## config.mk

```make
export PLATFORM = sky130hd
export DESIGN_NAME = chan_irq_ctl
export DESIGN_NICKNAME = d
export VERILOG_FILES = /design/src/rtl/chan_irq_pkg.sv /design/src/rtl/chan_fifo.sv /design/src/rtl/chan_irq_src.sv /design/src/rtl/chan_irq_ctl.sv
export SDC_FILE = /design/constraint.sdc
export NUM_CORES = 1
export LEC_CHECK = 0
export ABC_AREA = 1
export BUFFER_PORTS_ARGS = -buffer_cell sky130_fd_sc_hd__buf_2
export CAP_MARGIN = 20
export CORE_UTILIZATION = 50
export DETAILED_ROUTE_END_ITERATION = 8
export GPL_TIMING_DRIVEN = 0
export PLACE_DENSITY = 0.76
export SLEW_MARGIN = 20
export SYNTH_ARGS = -nofsm -noshare
export SYNTH_HDL_FRONTEND = slang
export SYNTH_SLANG_ARGS = --single-unit
```

## constraint.sdc

```tcl
create_clock -name clk -period 3.39 [get_ports clk]
set_input_delay 0 -clock clk [delete_from_list [all_inputs] [get_ports clk]]
set_output_delay 0 -clock clk [all_outputs]
set_load 0.05 [all_outputs]
```

## src/rtl/chan_irq_pkg.sv

```systemverilog
package chan_irq_pkg;
   localparam logic [2:0] A_DATA = 3'd0;
   localparam logic [2:0] A_CTRL = 3'd1;
   localparam logic [2:0] A_RAW  = 3'd2;
   localparam logic [2:0] A_MSK  = 3'd3;
   localparam logic [2:0] A_LVL  = 3'd4;

   localparam int C_RX_DEEP = 0;
   localparam int C_TX_DEEP = 1;
   localparam int C_RX_IE   = 2;
   localparam int C_TX_IE   = 3;

   localparam int S_RX_OVR = 2;
   localparam int S_TX_UDR = 5;
   localparam int LVL_TX_LSB = 16;
endpackage

```

## src/rtl/chan_fifo.sv

```systemverilog
module chan_fifo #(
   parameter int DEPTH = 8,
   parameter int WIDTH = 20,
   localparam int AW = $clog2(DEPTH),
   localparam int CW = AW + 1
) (
   input  logic             clk,
   input  logic             rst_n,
   input  logic             deep,
   input  logic             flush,
   input  logic             push,
   input  logic [WIDTH-1:0] push_data,
   input  logic             pop,
   output logic [WIDTH-1:0] head,
   output logic [CW-1:0]    count,
   output logic             push_drop,
   output logic             pop_miss
);
   logic [WIDTH-1:0] mem [DEPTH];
   logic [AW-1:0]    wptr, rptr;
   logic [CW-1:0]    cap;
   logic             full, empty, do_push, do_pop;

   assign cap       = deep ? CW'(DEPTH) : CW'(1);
   assign full      = (count == cap);
   assign empty     = (count == '0);
   assign do_push   = push & ~full  & ~flush;
   assign do_pop    = pop  & ~empty & ~flush;
   assign push_drop = push & full   & ~flush;
   assign pop_miss  = pop  & empty  & ~flush;
   assign head      = empty ? '0 : mem[rptr];

   always_ff @(posedge clk) begin
      if (do_push) mem[wptr] <= push_data;
   end

   always_ff @(posedge clk or negedge rst_n) begin
      if (!rst_n) begin
         wptr  <= '0;
         rptr  <= '0;
         count <= '0;
      end else if (flush) begin
         wptr  <= '0;
         rptr  <= '0;
         count <= '0;
      end else begin
         if (do_push) wptr <= wptr + 1'b1;
         if (do_pop)  rptr <= rptr + 1'b1;
         case ({do_push, do_pop})
            2'b10:   count <= count + 1'b1;
            2'b01:   count <= count - 1'b1;
            default: count <= count;
         endcase
      end
   end

   AST_NO_OVERFLOW: assert property (@(posedge clk) disable iff (!rst_n)
      count <= cap);
   AST_DROP_HOLDS: assert property (@(posedge clk) disable iff (!rst_n)
      (push && full && !pop && !flush) |=> $stable(count));
   AST_FLUSH_EMPTIES: assert property (@(posedge clk) disable iff (!rst_n)
      flush |=> (count == '0));
endmodule

```

## src/rtl/chan_irq_src.sv

```systemverilog
module chan_irq_src #(
   parameter int DEPTH = 8,
   localparam int CW = $clog2(DEPTH) + 1,
   localparam int NSRC = 2
) (
   input  logic            clk,
   input  logic            rst_n,
   input  logic            rx_deep,
   input  logic            tx_deep,
   input  logic [CW-1:0]   rx_cnt,
   input  logic [CW-1:0]   tx_cnt,
   input  logic [NSRC-1:0] ie,
   output logic [NSRC-1:0] raw,
   output logic [NSRC-1:0] masked,
   output logic            irq
);
   localparam logic [CW-1:0] HALF = CW'(DEPTH / 2);

   assign raw[0] = rx_deep ? (rx_cnt >= HALF) : (rx_cnt != '0);
   assign raw[1] = tx_deep ? (tx_cnt <= HALF) : (tx_cnt == '0);

   for (genvar i = 0; i < NSRC; i++) begin : g_mask
      assign masked[i] = raw[i] & ie[i];
   end

   assign irq = |masked;

   AST_IRQ_NEEDS_ENABLE: assert property (@(posedge clk) disable iff (!rst_n)
      irq |-> (ie != '0));
endmodule

```

## src/rtl/chan_irq_ctl.sv

```systemverilog
module chan_irq_ctl
   import chan_irq_pkg::*;
#(
   parameter int DEPTH = 8,
   parameter int WIDTH = 20,
   parameter int DW    = 32,
   localparam int CW   = $clog2(DEPTH) + 1
) (
   input  logic             clk,
   input  logic             rst_n,
   input  logic             reg_wr,
   input  logic             reg_rd,
   input  logic [2:0]       reg_addr,
   input  logic [DW-1:0]    reg_wdata,
   output logic [DW-1:0]    reg_rdata,
   input  logic             rx_push,
   input  logic [WIDTH-1:0] rx_word,
   input  logic             tx_pop,
   output logic [WIDTH-1:0] tx_word,
   output logic             irq
);
   if (DEPTH < 2 || (DEPTH & (DEPTH - 1)) != 0) begin : g_bad_depth
      $error("chan_irq_ctl: DEPTH must be a power of two >= 2");
   end
   if (WIDTH > DW) begin : g_bad_width
      $error("chan_irq_ctl: WIDTH must not exceed DW");
   end
   if (DW < LVL_TX_LSB + CW || CW > LVL_TX_LSB) begin : g_bad_level
      $error("chan_irq_ctl: DW too narrow for the level register");
   end

   logic [3:0]       ctrl_q;
   logic [3:0]       flags_q, flag_set, flag_clr;
   logic             wr_data, rd_data, wr_ctrl, wr_raw;
   logic             rx_flush, tx_flush;
   logic [WIDTH-1:0] rx_head;
   logic [CW-1:0]    rx_cnt, tx_cnt;
   logic             rx_drop, rx_miss, tx_drop, tx_miss;
   logic [1:0]       raw_src, msk_src;
   logic             unused_wd;

   assign unused_wd = ^reg_wdata;
   assign wr_data   = reg_wr && (reg_addr == A_DATA);
   assign rd_data   = reg_rd && (reg_addr == A_DATA);
   assign wr_ctrl   = reg_wr && (reg_addr == A_CTRL);
   assign wr_raw    = reg_wr && (reg_addr == A_RAW);
   assign rx_flush  = wr_ctrl && (reg_wdata[C_RX_DEEP] != ctrl_q[C_RX_DEEP]);
   assign tx_flush  = wr_ctrl && (reg_wdata[C_TX_DEEP] != ctrl_q[C_TX_DEEP]);

   chan_fifo #(.DEPTH(DEPTH), .WIDTH(WIDTH)) u_rx_fifo (
      .clk(clk), .rst_n(rst_n), .deep(ctrl_q[C_RX_DEEP]), .flush(rx_flush),
      .push(rx_push), .push_data(rx_word), .pop(rd_data),
      .head(rx_head), .count(rx_cnt), .push_drop(rx_drop), .pop_miss(rx_miss));

   chan_fifo #(.DEPTH(DEPTH), .WIDTH(WIDTH)) u_tx_fifo (
      .clk(clk), .rst_n(rst_n), .deep(ctrl_q[C_TX_DEEP]), .flush(tx_flush),
      .push(wr_data), .push_data(reg_wdata[WIDTH-1:0]), .pop(tx_pop),
      .head(tx_word), .count(tx_cnt), .push_drop(tx_drop), .pop_miss(tx_miss));

   chan_irq_src #(.DEPTH(DEPTH)) u_irq_src (
      .clk(clk), .rst_n(rst_n),
      .rx_deep(ctrl_q[C_RX_DEEP]), .tx_deep(ctrl_q[C_TX_DEEP]),
      .rx_cnt(rx_cnt), .tx_cnt(tx_cnt),
      .ie({ctrl_q[C_TX_IE], ctrl_q[C_RX_IE]}),
      .raw(raw_src), .masked(msk_src), .irq(irq));

   assign flag_set = {tx_miss, tx_drop, rx_miss, rx_drop};
   assign flag_clr = wr_raw ? reg_wdata[S_TX_UDR:S_RX_OVR] : 4'b0;

   always_ff @(posedge clk or negedge rst_n) begin
      if (!rst_n) begin
         ctrl_q  <= '0;
         flags_q <= '0;
      end else begin
         if (wr_ctrl) ctrl_q <= reg_wdata[3:0];
         flags_q <= (flags_q & ~flag_clr) | flag_set;
      end
   end

   always_comb begin
      reg_rdata = '0;
      case (reg_addr)
         A_DATA: reg_rdata = DW'(rx_head);
         A_CTRL: reg_rdata[3:0] = ctrl_q;
         A_RAW:  reg_rdata[5:0] = {flags_q, raw_src};
         A_MSK:  reg_rdata[1:0] = msk_src;
         A_LVL: begin
            reg_rdata[CW-1:0]            = rx_cnt;
            reg_rdata[LVL_TX_LSB +: CW]  = tx_cnt;
         end
         default: reg_rdata = '0;
      endcase
   end

   AST_RX_SINGLE_CLEAR: assert property (@(posedge clk) disable iff (!rst_n)
      (!ctrl_q[C_RX_DEEP] && rx_cnt == CW'(1) && rd_data && !rx_push) |=> !raw_src[0]);
   AST_TX_SINGLE_CLEAR: assert property (@(posedge clk) disable iff (!rst_n)
      (!ctrl_q[C_TX_DEEP] && tx_cnt == '0 && wr_data && !tx_pop) |=> !raw_src[1]);
   AST_FLAG_STICKY: assert property (@(posedge clk) disable iff (!rst_n)
      (flags_q[0] && !(wr_raw && reg_wdata[S_RX_OVR])) |=> flags_q[0]);
endmodule

```

### Yosys cells after proc, flatten, opt, wreduce, memory -nomap -nowiden

Memories as Yosys holds them, arrays and structs flattened.
Index checks and enable logic that the tools add are counted.
Widths: inputs -> output; s select.

* mux-type cells: 28
* reductions and logical operators: 17
* bitwise operators: 27
* add/sub/neg operators: 8
* eq/ne operators: 12
* magnitude comparators: 2

Operators with widths (count)
* $mux 20: 2
* $mux 3: 8
* $pmux 4 s2: 3
* $mux 4: 5
* $and 1x1->1: 18
* $add 3x1->3 const B: 4
* $mux 10: 1
* $pmux 2 s5: 1
* $add 4x1->4 const B: 2
* $eq 4x4->1: 2
* $logic_not 4->1: 2
* $pmux 2 s4: 1
* $reduce_bool 2->1: 4
* $sub 4x1->4 const B: 2
* $eq 3x2->1 const B: 2
* $logic_and 1x1->1: 6
* $mux 1: 6
* $not 1->1: 6
* $reduce_bool 3->1: 2
* $and 4x4->4: 1
* $eq 2x1->1 const B: 2
* $eq 2x2->1 const B: 2
* $ge 4x3->1 const B: 1
* $le 4x3->1 const B: 1
* other kinds (9): 10

* RAM bits: 320
* memories: 2
* input port bits: 61
* output and inout port bits: 53
* bits in registers: 28
* logic and storage cells: 104

Memory list
* u_rx_fifo.mem: words 8, bits a word 20, read ports 1, clocked after memory_dff 0, wr ports 1, line chan_fifo.sv:19 `logic [WIDTH-1:0] mem [DEPTH];`
* u_tx_fifo.mem: words 8, bits a word 20, read ports 1, clocked after memory_dff 0, wr ports 1, line chan_fifo.sv:19

### Logic depth before layout (Yosys ltp)

Gate-level depths: netlist of run 1.

* word-level depth: 8
* depth in mapped cells: 15
* mapped depth without buffers: 15

### By module

From an unflattened synthesis of run 1, not the netlist that was laid out.

* cells, all modules: 1278
* area, all modules: 14920.6 um^2

Modules (own cells, without submodules)
* chan_fifo (u_tx_fifo): area each 6949.2 um^2, sequential area each 5054.8 um^2, instances 1, cells each 560
* chan_fifo (u_rx_fifo): area each 6927.9 um^2, sequential area each 5054.8 um^2, instances 1, cells each 559
* chan_irq_ctl: area each 959.7 um^2, sequential area each 200.2 um^2, instances 1, cells each 140
* chan_irq_src: area each 83.8 um^2, sequential area each 0.0 um^2, instances 1, cells each 19

### Worst setup path before layout of run 1

Ideal clock, no wire load.

* kind: register -> register
* start: register u_rx_fifo.count[0]
* end: memory u_rx_fifo.mem[0][0] (enable)
* stages on the path, launching flop included: 8
* buffers on the path: 0
* arrival time: 1.949 ns
* period minus slack after synthesis: 2.345 ns
* setup slack: 1.045 ns
* data required time: 2.993 ns
* setup time: 0.397 ns
* cell sequence: dfrtp_1 inv_1 o21ai_0 nand3_1 nand2_1 nor2_1 nand2_1 nor2_1

* word-level cells in the longest chain between the ends: 6

RTL lines
* start: declaration: line chan_fifo.sv:15 `output logic [CW-1:0] count,`
* start signal: assignment: line chan_fifo.sv:50 `2'b10: count <= count + 1'b1;`
* start signal: assignment: line chan_fifo.sv:51 `2'b01: count <= count - 1'b1;`
* start signal: assignment: line chan_fifo.sv:52 `default: count <= count;`
* $eq 4x4->1: line chan_fifo.sv:25 `assign full = (count == cap);`
* $not 1->1: line chan_fifo.sv:27 `assign do_push = push & ~full & ~flush;`
* $and 1x1->1 (2 in series): line chan_fifo.sv:27
* $mux 1: line chan_fifo.sv:34 `if (do_push) mem[wptr] <= push_data;`
* $mux 1 (not written as such): line chan_fifo.sv:34
* end: declaration: line chan_fifo.sv:19

Every way passes these cells.

### Worst setup path in the final report of run 1

* start: register u_rx_fifo.rptr[0]
* end: output reg_rdata[19]

* word-level cells in the longest chain between the ends: 3

RTL lines
* start: declaration: line chan_fifo.sv:20 `logic [AW-1:0] wptr, rptr;`
* start signal: assignment: line chan_fifo.sv:48 `if (do_pop) rptr <= rptr + 1'b1;`
* $mem_v2 8x20
* $mux 20: line chan_fifo.sv:31 `assign head = empty ? '0 : mem[rptr];`
* $pmux 4 s2: line chan_irq_ctl.sv:82 `case (reg_addr)`
* end: declaration: line chan_irq_ctl.sv:15 `output logic [DW-1:0] reg_rdata,`

Every way passes these cells.

==> impl_metrics.ini, run 1 <==
[run_status]
status = finished, final reports clean

[synth]
ys.flop_type = edfxtp_1
synth.distinct_cells = 40
synthTopCellsByArea = edfxtp_1, o21ai_0, nor2_1
synth_cells = 1189
yosys.area.top_type_share_pct = 67.09
yosysSeqAreaShare_pct = 71.98
synth_area_per_cell_um2 = 12.05
yosysTopAreaCell = edfxtp_1
synth-edff-count = 320
async_flop_share_pct = 8.046
netlist_top_cells_count = edfxtp_1, nor2_1, o21ai_0
syn-cell-area_mm2 = 0.01432
synth.most_common_cell = edfxtp_1
synth-seq-cells = 348
ys.warnings.count = 0

[setup_path]
cp_slowest_stage_delay_ns = 0.59
critPathKind = reg2out
crit_arrival_ns = 2.74
path_common_cell = buf_2
end_kind = output port
worst_path_max_delay_cell = buf_1
worstPathMaxFanout = 10
critPathLaunchType = flop
worstPathCellList = buf_2 -> buf_1 -> nor2_1 -> o221ai_1 -> nand3_1 -> o21ai_1 -> buf_2
cp.required_ns = 3.39
reg2reg_slack_ns = 0.89

[sta]
fin_ws_ns = 0.6453
hold_viol = 0
final.min_clock_period_ns = 2.745
slew_headroom_pct = 44.10
rsz0062_at_grt = false
fin_skew_ns = 0.007590
timing.final.crit_share_pct = 80.97
fmax_ghz = 0.3643
worst_slew_pin_slew_ns = 0.8365
slew_violations = 0
setup_tns_ns = 0
setup_violations = 0

[global_routing]
grt_max_degree = 29
grtUsageTotal_pct = 24.71
overflow = 0
antenna_found_initial = 0
grt_pass1_vias = 10050
grt_pass1_wl_um = 54220

[drt]
wl_per_cell_um = 19.82
dr.first_iter.drc_count = 1012
vias = 10030
totalWireLength_um = 35350
vias_per_cell = 5.623
drc = 0
drt.antenna.violating_nets = 0
firstDrtPassIters = 7

[die]
coreArea_mm2 = 0.02801
pin_count = 114
initial_utilization_pct = 51.14
die_y_um = 171.3
dieArea_mm2 = 0.02933
die_x_um = 171.3
row_count = 61

[power]
fin_total_pwr_mw = 14.44
vdd_ir_drop_max_mv = 0.4642
p_per_area_mw_per_mm2 = 848.1
p_leak_nw = 6.059

[clocking]
post-cts-setup-buffers = 0
cts-root-buf = clkbuf_16
clock_latency_ns = 0.51
clk_pin_slew_ns = 0.06
cts_max_level = 2
cts_buffers = 35
cts.path.max_buffers = 3
cts_resized = 0
cts_tree = done
clock-sinks = 348

[cells_and_area]
nNetsFinal = 1449
num_antenna_cells = 0
area_growth_pct = 18.83
drive_above_1_share_pct = 14.30
fillers = 2153
postLayoutCoreUtil_pct = 60.77

[worst_hold_path]
min_path_type = in2reg

[run]
cap_violations = 0

[placement]
place.gp.congestion = 0.8784
port_buffers = 89
hpwl_um = 21420
pre_cts_ws_ns = 0.9112
==> where the power goes <==
part / internal, mW / leakage [nW] / total [mW] / switching [mW]
clock network: 2.10 / 0.527 / 3.65 / 1.55
registers: 5.15 / 3.24 / 5.36 / 0.209
logic: 1.36 / 2.30 / 5.42 / 4.07
total: 8.61 / 6.06 / 14.4 / 5.83
==> cell families (layout without fill, tap and decap cells) <==
family / Yosys count / count (layout) / synth area share [%]
DFF: 348 / 348 / 71.98
AOI/OAI and AO/OA: 326 / 326 / 12.74
other: 1 / 12 / 0.02618
buffers and inverters: 129 / 335 / 3.730
and+or+nand+nor: 376 / 376 / 10.76
adders and majority gates: 8 / 8 / 0.6988
xor gates and xnor gates: 1 / 1 / 0.06116
==> state kept, by name, summed over array words and instances (netlist names) <==
register,flops
u_tx_fifo.wptr,3
u_tx_fifo.mem,160
flags_q,4
u_rx_fifo.rptr,3
u_rx_fifo.wptr,3
ctrl_q,4
u_rx_fifo.mem,160
u_rx_fifo.count,4
u_tx_fifo.rptr,3
u_tx_fifo.count,4
==> critical path: cells and delay by family, from the launching register on <==
family	cells	cell delay (ns)
and+or+nand+nor	2	0.30
buffers and inverters	3	1.13
DFF	1	0.39
AOI/OAI and AO/OA	2	0.41
==> routing by layer <==
layer	up-vias	part of all wire (%)	wire [µm]	GRT usage, %
met1	4801	39	13890	30.95
li1	4665	-	-	-
met5	-	0	0	0
met3	83	8.4	2985	4.510
met2	483	49	17430	42.54
met4	0	3.0	1050	9.860
==> cell usage in the layout (no fill, tap or decap), types with 3 or more instances in the layout <==
cell type	count
a21oi_1	4
a31oi_1	32
buf_1	5
buf_2	93
buf_4	12
buf_8	3
clkbuf_1	62
clkbuf_16	37
clkinv_1	6
clkinv_2	8
conb_1	12
dfrtp_1	28
dlygate4sd3_1	51
edfxtp_1	320
ha_1	8
inv_1	48
inv_2	6
nand2_1	75
nand2_2	8
nand3_1	22
nor2_1	239
nor2_2	7
nor2_4	16
o211ai_1	8
o21ai_0	203
o21ai_1	17
o221ai_1	9
o22ai_1	42
==> cell type report <==
class | instances | area, µm² | share of cell area, %
plain buffers | 73 | 324.1 | 1.904
clock buffers | 48 | 977.2 | 5.741
clock inverters | 15 | 100.1 | 0.5881
inverters | 56 | 210.2 | 1.235
multi-input cells | 723 | 3626 | 21.30
flip-flops and latches | 348 | 10310 | 60.57
well taps | 378 | 473.0 | 2.779
repair buffers | 143 | 1001 | 5.881
==> per-stage QoR <==
step                area (µm²)  instances  hold WS, ns
finish                   17020       1784      0.04503
global route             17020       1784      0.05760
CTS                      17020       1784      0.03807
detailed placement       15430       1670      0.07356
global placement         15280       1667      0.06455
floorplan                14370       1200      -0.2956
==> path summary, 6_finish.rpt <==
kind                                                 from                       endpoint  cells after the start
setup / recovery            u_rx_fifo.rptr[0]$_DFFE_PN0P_                  reg_rdata[19]                      7
hold / removal                                reg_addr[1]          ctrl_q[3]$_DFFE_PN0P_                      6
setup reg to reg           u_rx_fifo.count[0]$_DFFE_PN0P_  u_rx_fifo.mem[1][2]$_DFFE_PP_                      7
hold reg to reg             u_tx_fifo.rptr[2]$_DFFE_PN0P_  u_tx_fifo.rptr[2]$_DFFE_PN0P_                      1
max in group asynchronous                           rst_n  u_tx_fifo.wptr[2]$_DFFE_PN0P_                      2
min in group asynchronous                           rst_n  u_rx_fifo.wptr[0]$_DFFE_PN0P_                      2
==> what timing repair did <==
item                                    CTS  global route
endpoints found under the setup margin    0             0
hold endpoints to repair                365             0
hold buffers                             51             0
Power figures use the tool's default switching activity.
==> inputs of run 2 (changes only) <==
--- a/config.mk
+++ b/config.mk
@@ -5,7 +5,7 @@
 export SDC_FILE = /design/constraint.sdc
 export NUM_CORES = 1
 export LEC_CHECK = 0
-export ABC_AREA = 1
+export ABC_AREA = 0
 export BUFFER_PORTS_ARGS = -buffer_cell sky130_fd_sc_hd__buf_2
 export CAP_MARGIN = 20
 export CORE_UTILIZATION = 50
==> constraint.sdc (replaced) <==
create_clock -name clk -period 2.6 [get_ports clk]
set_input_delay 0 -clock clk [delete_from_list [all_inputs] [get_ports clk]]
set_output_delay 0 -clock clk [all_outputs]
set_load 0.05 [all_outputs]
==> impl_metrics.ini, run 2 <==
[synth]
netlist_top_cells_count = edfxtp_1, mux4_2, nor2_1
yosysTopAreaCell = edfxtp_1
synth.most_common_cell = edfxtp_1
synth.distinct_cells = 51
synth_xor_area_share_pct = 0.8637
synth-seq-cells = 348
async_flop_share_pct = 8.046
synth_fa_ha_area_share_pct = 0.8461
synth_cells = 760
synth-edff-count = 320
yosysSeqAreaShare_pct = 72.62
synth-simple-area-share_pct = 4.989
synth_top_family_by_area = multiplexers
syn-cell-area_mm2 = 0.01420
synth_compound_area_share_pct = 2.433
synth_area_per_cell_um2 = 18.68
yosys.area.top_type_share_pct = 67.69
synthTopCellsByArea = edfxtp_1, mux4_2, dfrtp_1
ys.warnings.count = 0
ys.flop_type = edfxtp_1
synthMuxAreaShare_pct = 16.11

[cells_and_area]
area_growth_pct = 24.65
drive_above_1_share_pct = 35.23
most-common-layout-cells = edfxtp_1, buf_2, mux4_2
largestRegisters = u_rx_fifo.mem (160), u_tx_fifo.mem (160)
nNetsFinal = 1065
final_cell_area_mm2 = 0.01770
final_common_cell = edfxtp_1

[setup_path]
worstSetupEndpoint = u_rx_fifo.count[3]$_DFFE_PN0P_
r2r_end = u_rx_fifo.count[3]$_DFFE_PN0P_
cp_slowest_stage_delay_ns = 0.60
regToRegStartpoint = u_rx_fifo.count[1]$_DFFE_PN0P_
critPathKind = reg2reg
critPathLaunch = u_rx_fifo.count[1]$_DFFE_PN0P_
end_kind = flop
r2r_cells = 11
worstPathCellList = or4_4 -> nand2_4 -> a21oi_4 -> ha_4 -> nand3b_1 -> mux2i_1 -> a211oi_2 -> buf_4 -> o21ai_0 -> nand3_1 -> a32o_1
cp.required_ns = 2.99
worst_path_max_delay_cell = or4_4
reg2reg_slack_ns = 0.02
critPathLaunchType = flop
crit_arrival_ns = 2.97
worstPathMaxFanout = 4

[drt]
drc = 0
totalWireLength_um = 31200
firstDrtPassIters = 5
top_layer_used = met5
dr_wl_met3_um = 2291
vias_per_cell = 5.633
wl_met2_um = 15790
vias = 7880
dr.first_iter.drc_count = 789
wl_per_cell_um = 22.30
drt.antenna.violating_nets = 0
wl_met1_um = 12470

[sta]
final.min_clock_period_ns = 2.580
slew_violations = 0
fmax_ghz = 0.3876
fin_ws_ns = 0.02000
worst_slew_pin_slew_ns = 0.9804
rsz0062_at_grt = true
fin_skew_ns = 0.02256
setup_violations = 0
hold_viol = 0
slew_headroom_pct = 34.64
timing.final.crit_share_pct = 99.23

[clocking]
cts_buffers = 35
clock_latency_ns = 0.52
clk_pin_slew_ns = 0.06
clock-sinks = 348
cts-root-buf = clkbuf_16
cts.path.max_buffers = 3
cts_max_level = 2
cts_tree = done

[global_routing]
grt_pass1_wl_um = 46790
grt_pass1_vias = 8002
antenna_found_initial = 2
grtUsageTotal_pct = 21.84
grt_max_degree = 29
overflow = 0

[die]
die_y_um = 170.5
row_count = 61
dieArea_mm2 = 0.02907
die_x_um = 170.5
initial_utilization_pct = 50.96
coreArea_mm2 = 0.02786
pin_count = 114

[power]
p_per_area_mw_per_mm2 = 1052
vdd_ir_drop_max_mv = 0.6970
p_leak_nw = 6.149

[placement]
hpwl_um = 18180
place.gp.congestion = 0.7954
port_buffers = 87
pre_cts_ws_ns = -0.5642
place_area_mm2 = 0.01555

[worst_hold_path]
min_path_type = in2reg

[run]
cap_violations = 0

[run_status]
status = finished, final reports clean
==> run 2: worst max-delay path, delay by kind of cell (launching register included) <==
| family | cells | cell delay, ns |
|---|---|---|
| AND/OR/NAND/NOR | 4 | 0.91 |
| flip-flops | 1 | 0.41 |
| AO/OA/AOI/OAI | 4 | 0.53 |
| adder cells (fa/ha/maj) | 1 | 0.28 |
| multiplexers | 1 | 0.18 |
| buffers and inverters | 1 | 0.15 |
==> run 2: cells by family (layout without fill, tap and decap cells) <==
group | Yosys count | count (layout)
DFF | 348 | 348
and+or+nand+nor | 147 | 154
muxes | 128 | 128
buffers and inverters | 61 | 302
AOI/OAI and AO/OA | 51 | 51
xor gates and xnor gates | 14 | 14
adders and majority gates | 10 | 10
other | 1 | 14
==> run 2: worst min path at each step <==
stage / startpoint / to / depth (start not counted) / slack, ns
2_1_floorplan: rst_n / ctrl_q[0]$_DFFE_PN0P_ / 0 / -0.30
3_3_place_gp: rst_n / u_rx_fifo.count[2]$_DFFE_PN0P_ / 1 / 0.08
3_5_place_dp: rst_n / u_rx_fifo.count[1]$_DFFE_PN0P_ / 1 / 0.08
4_1_cts: reg_rd / u_rx_fifo.rptr[0]$_DFFE_PN0P_ / 4 / 0.02
5_1_grt: reg_rd / flags_q[1]$_DFF_PN0_ / 3 / 0.06
6_report: reg_rd / flags_q[1]$_DFF_PN0_ / 3 / 0.06
==> run 2: metrics by stage <==
step / setup TNS [ns] / hold WS, ns / utilization [%] / power, mW / instances
final: 0 / 0.06349 / 63.52 / 18.61 / 1399
after global routing: -0.1130 / 0.06441 / 63.51 / 19.38 / 1398
after CTS: 0 / 0.01698 / 63.09 / 18.55 / 1393
after detailed placement: -79.20 / 0.08165 / 55.84 / 13.31 / 1251
after global placement: -199.30 / 0.07915 / 54.97 / 13.08 / 1236
after floorplan: -0.01013 / -0.2956 / - / 11.75 / 771
==> run 2: cell type report <==
cell class                 instances  area (µm²)
multi-input combinational        369        3986
antenna                            2       5.005
timing repair buffer             187        1475
fill                            1847       10160
sequential                       348       10320
clock buffer                      43       927.1
buffer                            50       321.6
inverter                           5       18.77
clock inverter                    17       172.7
tap                              378       473.0
==> run 2: power breakdown <==
part	internal [mW]	switching, mW	leakage (nW)
clock	2.84	2.00	0.541
combinational	2.72	3.91	2.38
sequential	6.72	0.429	3.23
==> run 2: repair_timing <==
action | CTS | global route
resized for setup | 47 | 23
setup buffers | 30 | 7
setup endpoints to repair | 334 | 144
endpoints found under the hold margin | 359 | 0
pin swaps | 22 | 8
cloned | 7 | 0
hold buffers | 48 | 0
==> run 2: per-layer routing <==
layer | GRT usage, % | vias up
li1 | - | 3500
met1 | 29.02 | 4022
met2 | 36.77 | 311
met3 | 4.395 | 45
met4 | 6.071 | 2
met5 | 0 | -
